## src/rtl/cfgdma_pkg.sv

```systemverilog
package cfgdma_pkg;
    localparam int ADDR_W = 64;
    localparam int WORD_W = 32;
    localparam int KEY_W  = 16;
    localparam int OFFS_W = 5;
    localparam int BYTE_W = 8;
    localparam int DESC_WORDS = 4;
    localparam int IDX_W  = $clog2(DESC_WORDS);

    localparam logic [ADDR_W-1:0] SIGNATURE = 64'h5145_4D55_2043_4647;
    localparam logic [OFFS_W-1:0] OFFS_HI = 5'h10;
    localparam logic [OFFS_W-1:0] OFFS_LO = 5'h14;

    localparam int CTL_ERR  = 0;
    localparam int CTL_RD   = 1;
    localparam int CTL_SKIP = 2;
    localparam int CTL_SEL  = 3;

    typedef enum logic [2:0] {
        ST_IDLE, ST_FETCH, ST_SELECT, ST_PLAN, ST_XFER, ST_WBACK
    } state_e;

    typedef enum logic {MV_COPY, MV_SKIP} move_e;

    typedef struct packed {
        logic [WORD_W-1:0] ctrl;
        logic [WORD_W-1:0] len;
        logic [ADDR_W-1:0] target;
    } desc_t;

    function automatic logic [ADDR_W-1:0] word_addr(input logic [ADDR_W-1:0] base,
                                                    input logic [IDX_W-1:0] idx);
        return base + {{(ADDR_W-IDX_W-2){1'b0}}, idx, 2'b00};
    endfunction
endpackage

```

## src/rtl/cfgdma_addr_reg.sv

```systemverilog
module cfgdma_addr_reg
    import cfgdma_pkg::*;
(
    input  logic              clk,
    input  logic              rst,
    input  logic              wr_i,
    input  logic              wide_i,
    input  logic [OFFS_W-1:0] offs_i,
    input  logic [ADDR_W-1:0] wdata_i,
    input  logic              busy_i,
    input  logic              done_i,
    output logic [ADDR_W-1:0] rdata_o,
    output logic [ADDR_W-1:0] dma_addr_o,
    output logic              start_o
);
    localparam int HALF = ADDR_W / 2;

    logic accept;
    assign accept = wr_i && !busy_i && !start_o;

    always_comb begin
        rdata_o = '0;
        if (offs_i == OFFS_HI && wide_i)
            rdata_o = SIGNATURE;
        else if (offs_i == OFFS_HI)
            rdata_o = {{HALF{1'b0}}, SIGNATURE[ADDR_W-1:HALF]};
        else if (offs_i == OFFS_LO && !wide_i)
            rdata_o = {{HALF{1'b0}}, SIGNATURE[HALF-1:0]};
    end

    always_ff @(posedge clk) begin
        if (rst) begin
            dma_addr_o <= '0;
            start_o    <= 1'b0;
        end else begin
            start_o <= 1'b0;
            if (done_i) begin
                dma_addr_o <= '0;
            end else if (accept) begin
                if (offs_i == OFFS_HI && wide_i) begin
                    dma_addr_o <= wdata_i;
                    start_o    <= 1'b1;
                end else if (offs_i == OFFS_HI) begin
                    dma_addr_o[ADDR_W-1:HALF] <= wdata_i[HALF-1:0];
                end else if (offs_i == OFFS_LO && !wide_i) begin
                    dma_addr_o[HALF-1:0] <= wdata_i[HALF-1:0];
                    start_o              <= 1'b1;
                end
            end
        end
    end
endmodule

```

## src/rtl/cfgdma_seq.sv

```systemverilog
module cfgdma_seq
    import cfgdma_pkg::*;
(
    input  logic              clk,
    input  logic              rst,
    input  logic              start_i,
    input  logic [ADDR_W-1:0] desc_addr_i,
    input  logic [WORD_W-1:0] mem_rdata_i,
    input  logic              mem_ready_i,
    input  logic              mem_err_i,
    input  logic [BYTE_W-1:0] blob_data_i,
    output logic              mem_req_o,
    output logic              mem_we_o,
    output logic              mem_byte_o,
    output logic [ADDR_W-1:0] mem_addr_o,
    output logic [WORD_W-1:0] mem_wdata_o,
    output logic              blob_sel_o,
    output logic [KEY_W-1:0]  blob_key_o,
    output logic              blob_adv_o,
    output logic              busy_o,
    output logic              done_o
);
    state_e            state;
    move_e             mode;
    desc_t             desc;
    logic [ADDR_W-1:0] base;
    logic [IDX_W-1:0]  idx;
    logic [WORD_W-1:0] cnt;
    logic              fail;
    logic              last_byte;

    assign last_byte  = (cnt == desc.len - 1'b1);
    assign busy_o     = (state != ST_IDLE);
    assign blob_key_o = desc.ctrl[WORD_W-1 -: KEY_W];

    always_comb begin
        mem_req_o   = 1'b0;
        mem_we_o    = 1'b0;
        mem_byte_o  = 1'b0;
        mem_addr_o  = '0;
        mem_wdata_o = '0;
        blob_sel_o  = 1'b0;
        blob_adv_o  = 1'b0;
        done_o      = 1'b0;
        unique case (state)
            ST_FETCH: begin
                mem_req_o  = 1'b1;
                mem_addr_o = word_addr(base, idx);
            end
            ST_SELECT: blob_sel_o = 1'b1;
            ST_XFER: begin
                if (mode == MV_COPY) begin
                    mem_req_o   = 1'b1;
                    mem_we_o    = 1'b1;
                    mem_byte_o  = 1'b1;
                    mem_addr_o  = desc.target + {{(ADDR_W-WORD_W){1'b0}}, cnt};
                    mem_wdata_o = {{(WORD_W-BYTE_W){1'b0}}, blob_data_i};
                    blob_adv_o  = mem_ready_i && !mem_err_i;
                end else begin
                    blob_adv_o = 1'b1;
                end
            end
            ST_WBACK: begin
                mem_req_o   = 1'b1;
                mem_we_o    = 1'b1;
                mem_addr_o  = base;
                mem_wdata_o = {{(WORD_W-1){1'b0}}, fail};
                done_o      = mem_ready_i;
            end
            default: ;
        endcase
    end

    always_ff @(posedge clk) begin
        if (rst) begin
            state <= ST_IDLE;
            mode  <= MV_COPY;
            desc  <= '0;
            base  <= '0;
            idx   <= '0;
            cnt   <= '0;
            fail  <= 1'b0;
        end else begin
            unique case (state)
                ST_IDLE: if (start_i) begin
                    base  <= desc_addr_i;
                    idx   <= '0;
                    fail  <= 1'b0;
                    state <= ST_FETCH;
                end
                ST_FETCH: if (mem_ready_i) begin
                    if (mem_err_i) begin
                        fail  <= 1'b1;
                        state <= ST_WBACK;
                    end else begin
                        unique case (idx)
                            2'd0: desc.ctrl                 <= mem_rdata_i;
                            2'd1: desc.len                  <= mem_rdata_i;
                            2'd2: desc.target[ADDR_W-1:WORD_W] <= mem_rdata_i;
                            default: desc.target[WORD_W-1:0]   <= mem_rdata_i;
                        endcase
                        idx <= idx + 1'b1;
                        if (idx == IDX_W'(DESC_WORDS-1))
                            state <= desc.ctrl[CTL_SEL] ? ST_SELECT : ST_PLAN;
                    end
                end
                ST_SELECT: state <= ST_PLAN;
                ST_PLAN: begin
                    cnt <= '0;
                    if (desc.ctrl[CTL_RD] && desc.len != '0) begin
                        mode  <= MV_COPY;
                        state <= ST_XFER;
                    end else if (desc.ctrl[CTL_SKIP] && desc.len != '0) begin
                        mode  <= MV_SKIP;
                        state <= ST_XFER;
                    end else begin
                        state <= ST_WBACK;
                    end
                end
                ST_XFER: begin
                    if (mode == MV_SKIP || mem_ready_i) begin
                        if (mode == MV_COPY && mem_err_i) begin
                            fail  <= 1'b1;
                            state <= ST_WBACK;
                        end else begin
                            cnt <= cnt + 1'b1;
                            if (last_byte) state <= ST_WBACK;
                        end
                    end
                end
                ST_WBACK: if (mem_ready_i) state <= ST_IDLE;
                default: state <= ST_IDLE;
            endcase
        end
    end
endmodule

```

## src/rtl/cfgdma_engine.sv

```systemverilog
module cfgdma_engine
    import cfgdma_pkg::*;
(
    input  logic              clk,
    input  logic              rst,
    input  logic              reg_wr,
    input  logic              reg_wide,
    input  logic [OFFS_W-1:0] reg_offs,
    input  logic [ADDR_W-1:0] reg_wdata,
    output logic [ADDR_W-1:0] reg_rdata,
    output logic              mem_req,
    output logic              mem_we,
    output logic              mem_byte,
    output logic [ADDR_W-1:0] mem_addr,
    output logic [WORD_W-1:0] mem_wdata,
    input  logic [WORD_W-1:0] mem_rdata,
    input  logic              mem_ready,
    input  logic              mem_err,
    output logic              blob_sel,
    output logic [KEY_W-1:0]  blob_key,
    output logic              blob_adv,
    input  logic [BYTE_W-1:0] blob_data,
    output logic              busy
);
    logic [ADDR_W-1:0] dma_addr;
    logic              start;
    logic              done;

    cfgdma_addr_reg u_reg (
        .clk        (clk),
        .rst        (rst),
        .wr_i       (reg_wr),
        .wide_i     (reg_wide),
        .offs_i     (reg_offs),
        .wdata_i    (reg_wdata),
        .busy_i     (busy),
        .done_i     (done),
        .rdata_o    (reg_rdata),
        .dma_addr_o (dma_addr),
        .start_o    (start)
    );

    cfgdma_seq u_seq (
        .clk         (clk),
        .rst         (rst),
        .start_i     (start),
        .desc_addr_i (dma_addr),
        .mem_rdata_i (mem_rdata),
        .mem_ready_i (mem_ready),
        .mem_err_i   (mem_err),
        .blob_data_i (blob_data),
        .mem_req_o   (mem_req),
        .mem_we_o    (mem_we),
        .mem_byte_o  (mem_byte),
        .mem_addr_o  (mem_addr),
        .mem_wdata_o (mem_wdata),
        .blob_sel_o  (blob_sel),
        .blob_key_o  (blob_key),
        .blob_adv_o  (blob_adv),
        .busy_o      (busy),
        .done_o      (done)
    );
endmodule

```

## config.mk

```make
export PLATFORM = sky130hd
export DESIGN_NAME = cfgdma_engine
export DESIGN_NICKNAME = d
export VERILOG_FILES = /design/src/rtl/cfgdma_pkg.sv /design/src/rtl/cfgdma_addr_reg.sv /design/src/rtl/cfgdma_seq.sv /design/src/rtl/cfgdma_engine.sv
export SDC_FILE = /design/constraint.sdc
export NUM_CORES = 1
export LEC_CHECK = 0
export ABC_AREA = 1
export BUFFER_PORTS_ARGS = -buffer_cell sky130_fd_sc_hd__buf_2
export CAP_MARGIN = 10
export CORE_MARGIN = 3
export CORE_UTILIZATION = 35
export DETAILED_ROUTE_END_ITERATION = 6
export GPL_TIMING_DRIVEN = 0
export PLACE_DENSITY = 0.53
export SYNTH_ARGS = -nofsm -noshare
export SYNTH_HDL_FRONTEND = slang
export SYNTH_HIERARCHICAL = 1
export SYNTH_SLANG_ARGS = --single-unit
```

## constraint.sdc

```tcl
create_clock -name clk -period 2.9 [get_ports clk]
set_input_delay 0 -clock clk [delete_from_list [all_inputs] [get_ports clk]]
set_output_delay 0 -clock clk [all_outputs]
set_load 0.01 [all_outputs]
```

==> impl_summary.txt, run 1 <==
----------------------------------------------------
[Status]
  Status ... finished with violations
  Failing checks ... design-rule violations, negative setup slack

[Detailed routing]
  Number of DRC markers in iteration 0 ... between 1500 and 2000
  DRC viols ... 9
  Residual antenna-violating net count after detailed routing ... 0
  Average wire per cell in the routed design ... 19.98 um
  Total wirelength of the detailed-routed design ... 90310 um
  Total via count in the routed design ... about 23000
  TritonRoute pass-1 iters ... 7
  DR vias/cell ... around 5.1

[Setup path]
  Worst R2R Setup Slack ... about 110 ps
  Family with the most delay on the worst path ... compound AO/OA/AOI/OAI gates
  Sum of buffers and inverters on the critical path ... 4
  Master of the slowest instance on the critical path ... sky130_fd_sc_hd__dfxtp_2
  Startpoint type of the worst setup path ... register
  Worst path arrival time ... a little over 3000 ps
  Crit-path max cell delay ... approximately 350 ps
  Critical path data required time ... around 2900 ps
  Critical path, cell by cell ... ha_1 > a21oi_2 > o21ai_4 > a21oi_2 > inv_1 > nand2_1 > nand2_2 > nand3_2 > nand2_4 > buf_4 > buf_6 > or2_4 > a32o_2 > buf_6
  Start-to-end type of the worst setup path ... register to output pin
  Crit end category ... output pin
  Worst Path Max Fanout ... 5

[Timing]
  Final Slew Violations ... 0
  Period Utilization, post-route ... 104.7%
  Final WS setup ... -137.5 ps
  Final Setup Violations ... 23
  Number of endpoints with negative hold slack in the final report ... 0
  Final worst hold slack ... around 39 ps
  Rel. slew slack ... between 20% and 30%
  Fin Clk Skew ... ~20 ps
  Min Tclk post-route ... approximately 3000 ps
  Achievable clock frequency ... about 330 MHz
  RSZ-0062 raised after global routing ... yes
  Slew at the pin closest to its max-slew limit ... between 1000 and 1500 ps

[Power and ir drop]
  Sequential share of power ... a little over a third
  Static Leakage ... 11.59 nW
  Internal ... 7.654 mW
  Net switching share of the total power ... around a third
  Peak supply drop ... 0.2839 mV
  Total power draw ... around 11 mW
  Total power divided by cell area ... ~430 mW/mm2
  Portion of total power attributed to combinational logic ... between 20 and 25%
  Clock network fraction of design power ... roughly 40%
  Net Switching ... 3.838 mW

[Hold path]
  Worst hold path class ... primary input to register

[Logic synthesis]
  Sequential area share after synthesis ... between 20% and 30%
  Total standard cell area after synthesis ... between 0.015 and 0.02 mm2
  Post-synth ARST share ... 0%
  Cell taking the most area after synthesis ... sky130_fd_sc_hd__dfxtp_1
  Most common flop cell mapped by yosys ... sky130_fd_sc_hd__dfxtp_1
  Register bit total from synthesis ... 283
  Unique cell type count in the Yosys netlist ... 61
  Number of enable-type register cells in the synthesized netlist ... 0
  Gate count after technology mapping ... between 3000 and 4000
  Largest cells by area after synthesis ... sky130_fd_sc_hd__dfxtp_1 (28%), sky130_fd_sc_hd__nand2_1 (11%), sky130_fd_sc_hd__inv_1 (8.4%), sky130_fd_sc_hd__nor2_1 (8.4%), sky130_fd_sc_hd__o21ai_0 (7.7%)
  Top-area cell type share of the netlist area ... 28.47%
  Most used standard cell by instance count after synthesis ... sky130_fd_sc_hd__nand2_1
  Commonest cells in the synthesized netlist ... sky130_fd_sc_hd__nand2_1 (595), sky130_fd_sc_hd__inv_1 (447), sky130_fd_sc_hd__nor2_1 (446), sky130_fd_sc_hd__o21ai_0 (307), sky130_fd_sc_hd__dfxtp_1 (283)
  Mean Syn Cell Area ... just over 6 um2
  Number of warnings printed during yosys synthesis ... 6

[Die]
  Die Width ... roughly 240 um
  Std-Cell Core Area ... ~0.056 mm2
  Initial standard-cell utilization of the core ... around 36%
  Number of rows created at floorplan ... 86
  Vertical die dimension ... ~240 um
  Number of top-level design ports ... around 300
  DIE AREA ... 0.05974 mm2

[Global route]
  Initial antenna violation count ... 1
  Wire length of the first global-routing pass ... approximately 130000 um
  Vias in the first global route ... 21440
  Grt ovf ... 0
  Largest net degree at the start of global routing ... 17
  GR Util All Layers ... between 20% and 30%

[Clocking]
  Clock tree root driver cell ... sky130_fd_sc_hd__clkbuf_16
  Max Root-Sink Buffers ... 3
  Clock sink count ... 283
  Total CTS buffers ... 36
  Source-to-sink clock delay at the later pin of the worst-skew pair ... ~550 ps
  CTS tree ... done
  # H-tree levels ... 2
  CTS clock-pin slew for the worst setup and hold paths ... ~60 ps

[Finish]
  Fraction of layout cells with a size suffix above 1 ... approximately a quarter
  Number of nets in the layout ... slightly below 4000
  Finished Cell Area ... 0.02672 mm2
  Area delta synth->final ... 34.28%

[Place]
  Detailed placement HPWL ... between 70000 and 80000 um
  Placement Cell Area ... around 0.022 mm2
  Number of buffer cells added on primary ports ... 240
  Final weighted congestion of routability-driven global placement ... just under 1

[Run]
  Count of maximum capacitance violations ... 0

----------------------------------------------------
-- routing by layer --
| metal | track usage [%] | vias to the layer above | wire, um |
|---|---|---|---|
| li1 | - | 11400 | - |
| met1 | 36.24 | 10390 | 37670 |
| met2 | 48.77 | 849 | 41910 |
| met3 | 3.366 | 200 | 5426 |
| met4 | 15.39 | 2 | 5300 |
| met5 | 0 | - | 7 |
-- power by group through the flow --
stage          clock, mW  combinational, mW  sequential, mW
2_1_floorplan          0               1.59            4.18
3_3_place_gp           0               2.55            4.22
3_5_place_dp           0               2.54            4.22
4_1_cts             4.62               2.75            4.13
5_1_grt             4.76               3.05            4.15
6_report            4.53               2.83            4.13
-- worst reg2reg max path, delay by kind of cell, from the launching register on --
kind | cells | cell delay, ps
xor+xnor | 1 | 190
fa+ha+maj | 1 | 230
buf+inv | 1 | 160
flops | 1 | 310
simple gates | 13 | 1770
-- registers in the layout, summed over array words and instances (netlist names) --
register          count
u_seq/cnt            32
u_reg/start_o         1
u_seq/desc           99
u_seq/blob_key_o     16
u_seq/idx             2
u_seq/state           3
u_reg/dma_addr_o     64
u_seq/mode            1
u_seq/base           64
u_seq/fail            1
-- worst paths after layout --
path	endpoint	startpoint	cells after the start
min	u_reg/dma_addr_o[7]	reg_offs[2]	7
max reg2reg	u_seq/state[0]	u_seq/desc[64]	16
min reg2reg	u_seq/blob_key_o[5]	u_seq/blob_key_o[5]	2
max	mem_addr[26]	u_seq/cnt[3]	14
-- logic make-up (layout without fill, tap and decap cells) --
family,Yosys count,after routing,synth area share [%]
AO/OA/AOI/OAI,672,672,17.95
XOR/XNOR,48,48,2.182
adder cells (fa/ha/maj),44,44,2.842
buffers and inverters,706,1171,15.36
flip-flops,283,283,28.47
other,2,61,0.03775
AND/OR/NAND/NOR,1492,1492,33.15
-- timing repair --
item / CTS / global route
hold buffers: 103 / 0
endpoints found under the setup margin: 138 / 72
hold endpoints to repair: 183 / 0
resized for setup: 322 / 170
buffers inserted: 56 / 14
pin swaps: 71 / 82
-- layout make-up --
| class | count | area (um2) |
|---|---|---|
| clock inverter | 9 | 107.6 |
| timing repair buffer | 404 | 2775 |
| antenna | 5 | 12.51 |
| buffer | 212 | 1221 |
| fill | 5999 | 28910 |
| clock buffer | 53 | 1066 |
| inverter | 493 | 1862 |
| tap | 748 | 935.9 |
| multi-input combinational | 2312 | 12980 |
| sequential | 283 | 5756 |
-- cell usage in the layout (no fill, tap or decap), drive strengths merged, types with 19 or more instances in the layout --
| master | count |
|---|---|
| nand2 | 603 |
| inv | 492 |
| nor2 | 463 |
| buf | 421 |
| o21ai | 314 |
| dfxtp | 283 |
| a21oi | 279 |
| nand3 | 156 |
| clkbuf | 144 |
| dlygate4sd3 | 103 |
| nor3 | 89 |
| nand4 | 87 |
| conb | 56 |
| or2 | 46 |
| ha | 42 |
| xor2 | 39 |
| nor4 | 32 |
| o211ai | 19 |
-- metrics by stage --
stage	utilization, %	worst slack, ps	setup TNS, ps	cells
3_3_place_gp	39.97	-734.6	-35310	4289
2_1_floorplan	-	504.4	0	3301
3_5_place_dp	39.97	-702.1	-33150	4289
5_1_grt	48.00	-229.0	-5005	4514
6_report	48.03	-137.5	-1474	4519
4_1_cts	46.68	-259.4	-4403	4503
Note: power is estimated with default switching activity, not from simulation.
==> run 2, diff against run 1 <==
--- a/config.mk
+++ b/config.mk
@@ -8,6 +8,7 @@
 export ABC_AREA = 1
 export BUFFER_PORTS_ARGS = -buffer_cell sky130_fd_sc_hd__buf_2
 export CAP_MARGIN = 10
+export CORE_ASPECT_RATIO = 0.7
 export CORE_MARGIN = 3
 export CORE_UTILIZATION = 35
 export DETAILED_ROUTE_END_ITERATION = 6
==> constraint.sdc (replaced) <==
create_clock -name clk -period 3.78 [get_ports clk]
set_input_delay 0 -clock clk [delete_from_list [all_inputs] [get_ports clk]]
set_output_delay 0 -clock clk [all_outputs]
set_load 0.01 [all_outputs]
==> run 2 against run 1 <==
Against the previous run: combinational power fell by 23%; clock skew fell by 0.83 ps; worst setup slack improved by 130 ps; design area fell by 7.3%; die area barely moved; critical path type unchanged; sequential cell count did not move; clock power fell by 31%; worst hold slack got worse by 8.8 ps; critical path depth fell by 6; via count rose by 1.9%; non-clock buffer count fell by 20; register-to-register slack improved by 200 ps; the flow finishes with violations (negative setup slack).
==> impl_summary.txt, run 2 (synthesized netlist as in run 1, its figures left out) <==
----------------------------------------------------
[Die]
  Vertical die dimension ... 205.5 um
  Number of top-level design ports ... 297
  DIE AREA ... ~0.06 mm2
  Std-Cell Core Area ... 0.05576 mm2
  Initial standard-cell utilization of the core ... a little over a third
  Die Width ... approximately 290 um
  Number of rows created at floorplan ... 72

[Timing]
  Slew at the pin closest to its max-slew limit ... about 1200 ps
  Period Utilization, post-route ... 100.2%
  Sum of negative setup slack ... -5.917 ps
  Final worst hold slack ... approximately 31 ps
  Achievable clock frequency ... 264.1 MHz
  Final Slew Violations ... 0
  Number of endpoints with negative hold slack in the final report ... 0
  Fin Clk Skew ... 19.52 ps
  Rel. slew slack ... ~20%
  Final Setup Violations ... 1
  Final WS setup ... -5.917 ps
  Min Tclk post-route ... 3786 ps

[Finish]
  Final cell utilization of the core ... between 40% and 50%
  Register with the most flip-flops ... u_seq/desc
  Fraction of layout cells with a size suffix above 1 ... roughly 15%
  Area delta synth->final ... 24.52%
  Finished Cell Area ... approximately 0.025 mm2
  Number of nets in the layout ... about 3900
  Commonest non-fill, non-tap cells in the layout ... sky130_fd_sc_hd__nand2_1 (588), sky130_fd_sc_hd__inv_1 (447), sky130_fd_sc_hd__nor2_1 (443), sky130_fd_sc_hd__o21ai_0 (301), sky130_fd_sc_hd__dfxtp_1 (278)
  Final Instance Count excl. Fillers ... about 4500
  Most common cell after layout, fill and taps aside ... sky130_fd_sc_hd__nand2_1
  Top Registers ... u_seq/desc x99, u_reg/dma_addr_o x64, u_seq/base x64
  Flip-flop count of the largest register, all copies and words added ... 99

[Hold path]
  Worst hold path class ... primary input to register

[Place]
  Placement Cell Area ... approximately 0.022 mm2
  Number of buffer cells added on primary ports ... 240
  Placed cell count ... between 4000 and 5000
  Pre-CTS setup slack ... roughly 6.4 ps
  Final weighted congestion of routability-driven global placement ... slightly above 1
  Detailed placement HPWL ... 75600 um

[Detailed routing]
  Total wirelength of the detailed-routed design ... 92850 um
  Average wire per cell in the routed design ... 20.70 um
  DRC viols ... 0
  Residual antenna-violating net count after detailed routing ... 0
  Number of DRC markers in iteration 0 ... ~3100
  DR vias/cell ... 5.190
  TritonRoute pass-1 iters ... 6
  Total via count in the routed design ... ~23000

[Status]
  Status ... finished with violations
  Failing checks ... negative setup slack

[Setup path]
  Worst Path Max Fanout ... 10
  Worst reg2reg path depth ... 11
  Worst flop-to-flop path startpoint ... u_seq/state[0]
  Worst R2R Setup Slack ... roughly 310 ps
  Worst setup path endpoint ... mem_addr[31]
  End of the worst register-to-register path ... u_reg/dma_addr_o[5]
  Startpoint type of the worst setup path ... register
  Crit end category ... output pin
  Critical Path Source ... u_seq/state[0]
  Critical path data required time ... ~3800 ps
  Start-to-end type of the worst setup path ... register to output pin
  Worst path arrival time ... between 3000 and 4000 ps

[Clocking]
  Clock tree root driver cell ... sky130_fd_sc_hd__clkbuf_16
  Clock sink count ... 283
  Max Root-Sink Buffers ... 3
  CTS clock-pin slew for the worst setup and hold paths ... around 70 ps
  # H-tree levels ... 1
  CTS tree ... done
  Total CTS buffers ... 31
  Source-to-sink clock delay at the later pin of the worst-skew pair ... around 600 ps

[Power and ir drop]
  Peak supply drop ... 0.3852 mV
  Total power divided by cell area ... ~340 mW/mm2
  Static Leakage ... 11.05 nW
  Total power draw ... ~8.5 mW

[Global route]
  Vias in the first global route ... just over 20000
  GR Util All Layers ... roughly 30%
  Grt ovf ... 0
  Wire length of the first global-routing pass ... roughly 130000 um
  Largest net degree at the start of global routing ... 17
  Initial antenna violation count ... 10

[Run]
  Count of maximum capacitance violations ... 0

----------------------------------------------------
[run 2: cell types whose count changed in the layout (fill, tap and decap cells not counted), moves of 31 or more]
| cell | before | now |
|---|---|---|
| sky130_fd_sc_hd__o21ai_0 | 253 | 301 |
| sky130_fd_sc_hd__dlygate4sd3_1 | 103 | 140 |
| sky130_fd_sc_hd__buf_4 | 151 | 104 |
| sky130_fd_sc_hd__nand2_1 | 538 | 588 |
| sky130_fd_sc_hd__dfxtp_1 | 247 | 278 |
| sky130_fd_sc_hd__nand2_2 | 47 | 11 |
| sky130_fd_sc_hd__a21oi_1 | 244 | 275 |
[run 2: worst min path at each step]
stage | startpoint | to | slack (ps) | depth (start not counted)
2_1_floorplan | rst | u_reg/start_o | 80 | 1
3_3_place_gp | blob_data[2] | mem_wdata[2] | 300 | 4
3_5_place_dp | blob_data[2] | mem_wdata[2] | 310 | 4
4_1_cts | reg_wr | u_reg/dma_addr_o[6] | 6 | 6
5_1_grt | reg_wr | u_reg/dma_addr_o[6] | 80 | 6
6_report | reg_wr | u_reg/dma_addr_o[5] | 30 | 6
[run 2: layout make-up]
class	count	area (um2)
fillers	6034	30990
multi-input cells	2312	11480
flip-flops and latches	283	5672
repair buffers	383	2625
inverters	493	1851
plain buffers	213	1206
well taps	740	925.9
clock buffers	37	818.3
clock inverters	13	167.7
diodes	11	27.53
[run 2: layer usage]
metal,up-vias,track usage [%],share of wire [%]
met5,-,1.545,0.14
met1,10710,46.48,49
li1,11350,-,-
met3,97,10.10,13
met2,1125,38.23,37
met4,2,4.581,1.5
[run 2: timing repair]
action / in CTS / in global routing
setup buffers: 0 / 3
setup endpoints to repair: 17 / 32
gates resized for setup: 7 / 34
hold endpoints to repair: 183 / 0
pin swaps: 0 / 4
hold buffers: 140 / 0
[run 2: power by group]
| part | leakage, nW | switching [mW] | internal [mW] |
|---|---|---|---|
| logic | 8.27 | 1.53 | 0.663 |
| clock network | 0.489 | 1.33 | 1.79 |
| registers | 2.28 | 0.0918 | 3.09 |
| total | 11.0 | 2.94 | 5.54 |
[run 2: critical path, stage by stage, from the launching register on]
cell                       delay [ps]
sky130_fd_sc_hd__dfxtp_1          450
sky130_fd_sc_hd__inv_2             80
sky130_fd_sc_hd__nor2_1           710
sky130_fd_sc_hd__inv_2            130
sky130_fd_sc_hd__nor2_4           290
sky130_fd_sc_hd__clkbuf_1         790
sky130_fd_sc_hd__nand3_1          150
sky130_fd_sc_hd__o211ai_1         320
sky130_fd_sc_hd__buf_2            250
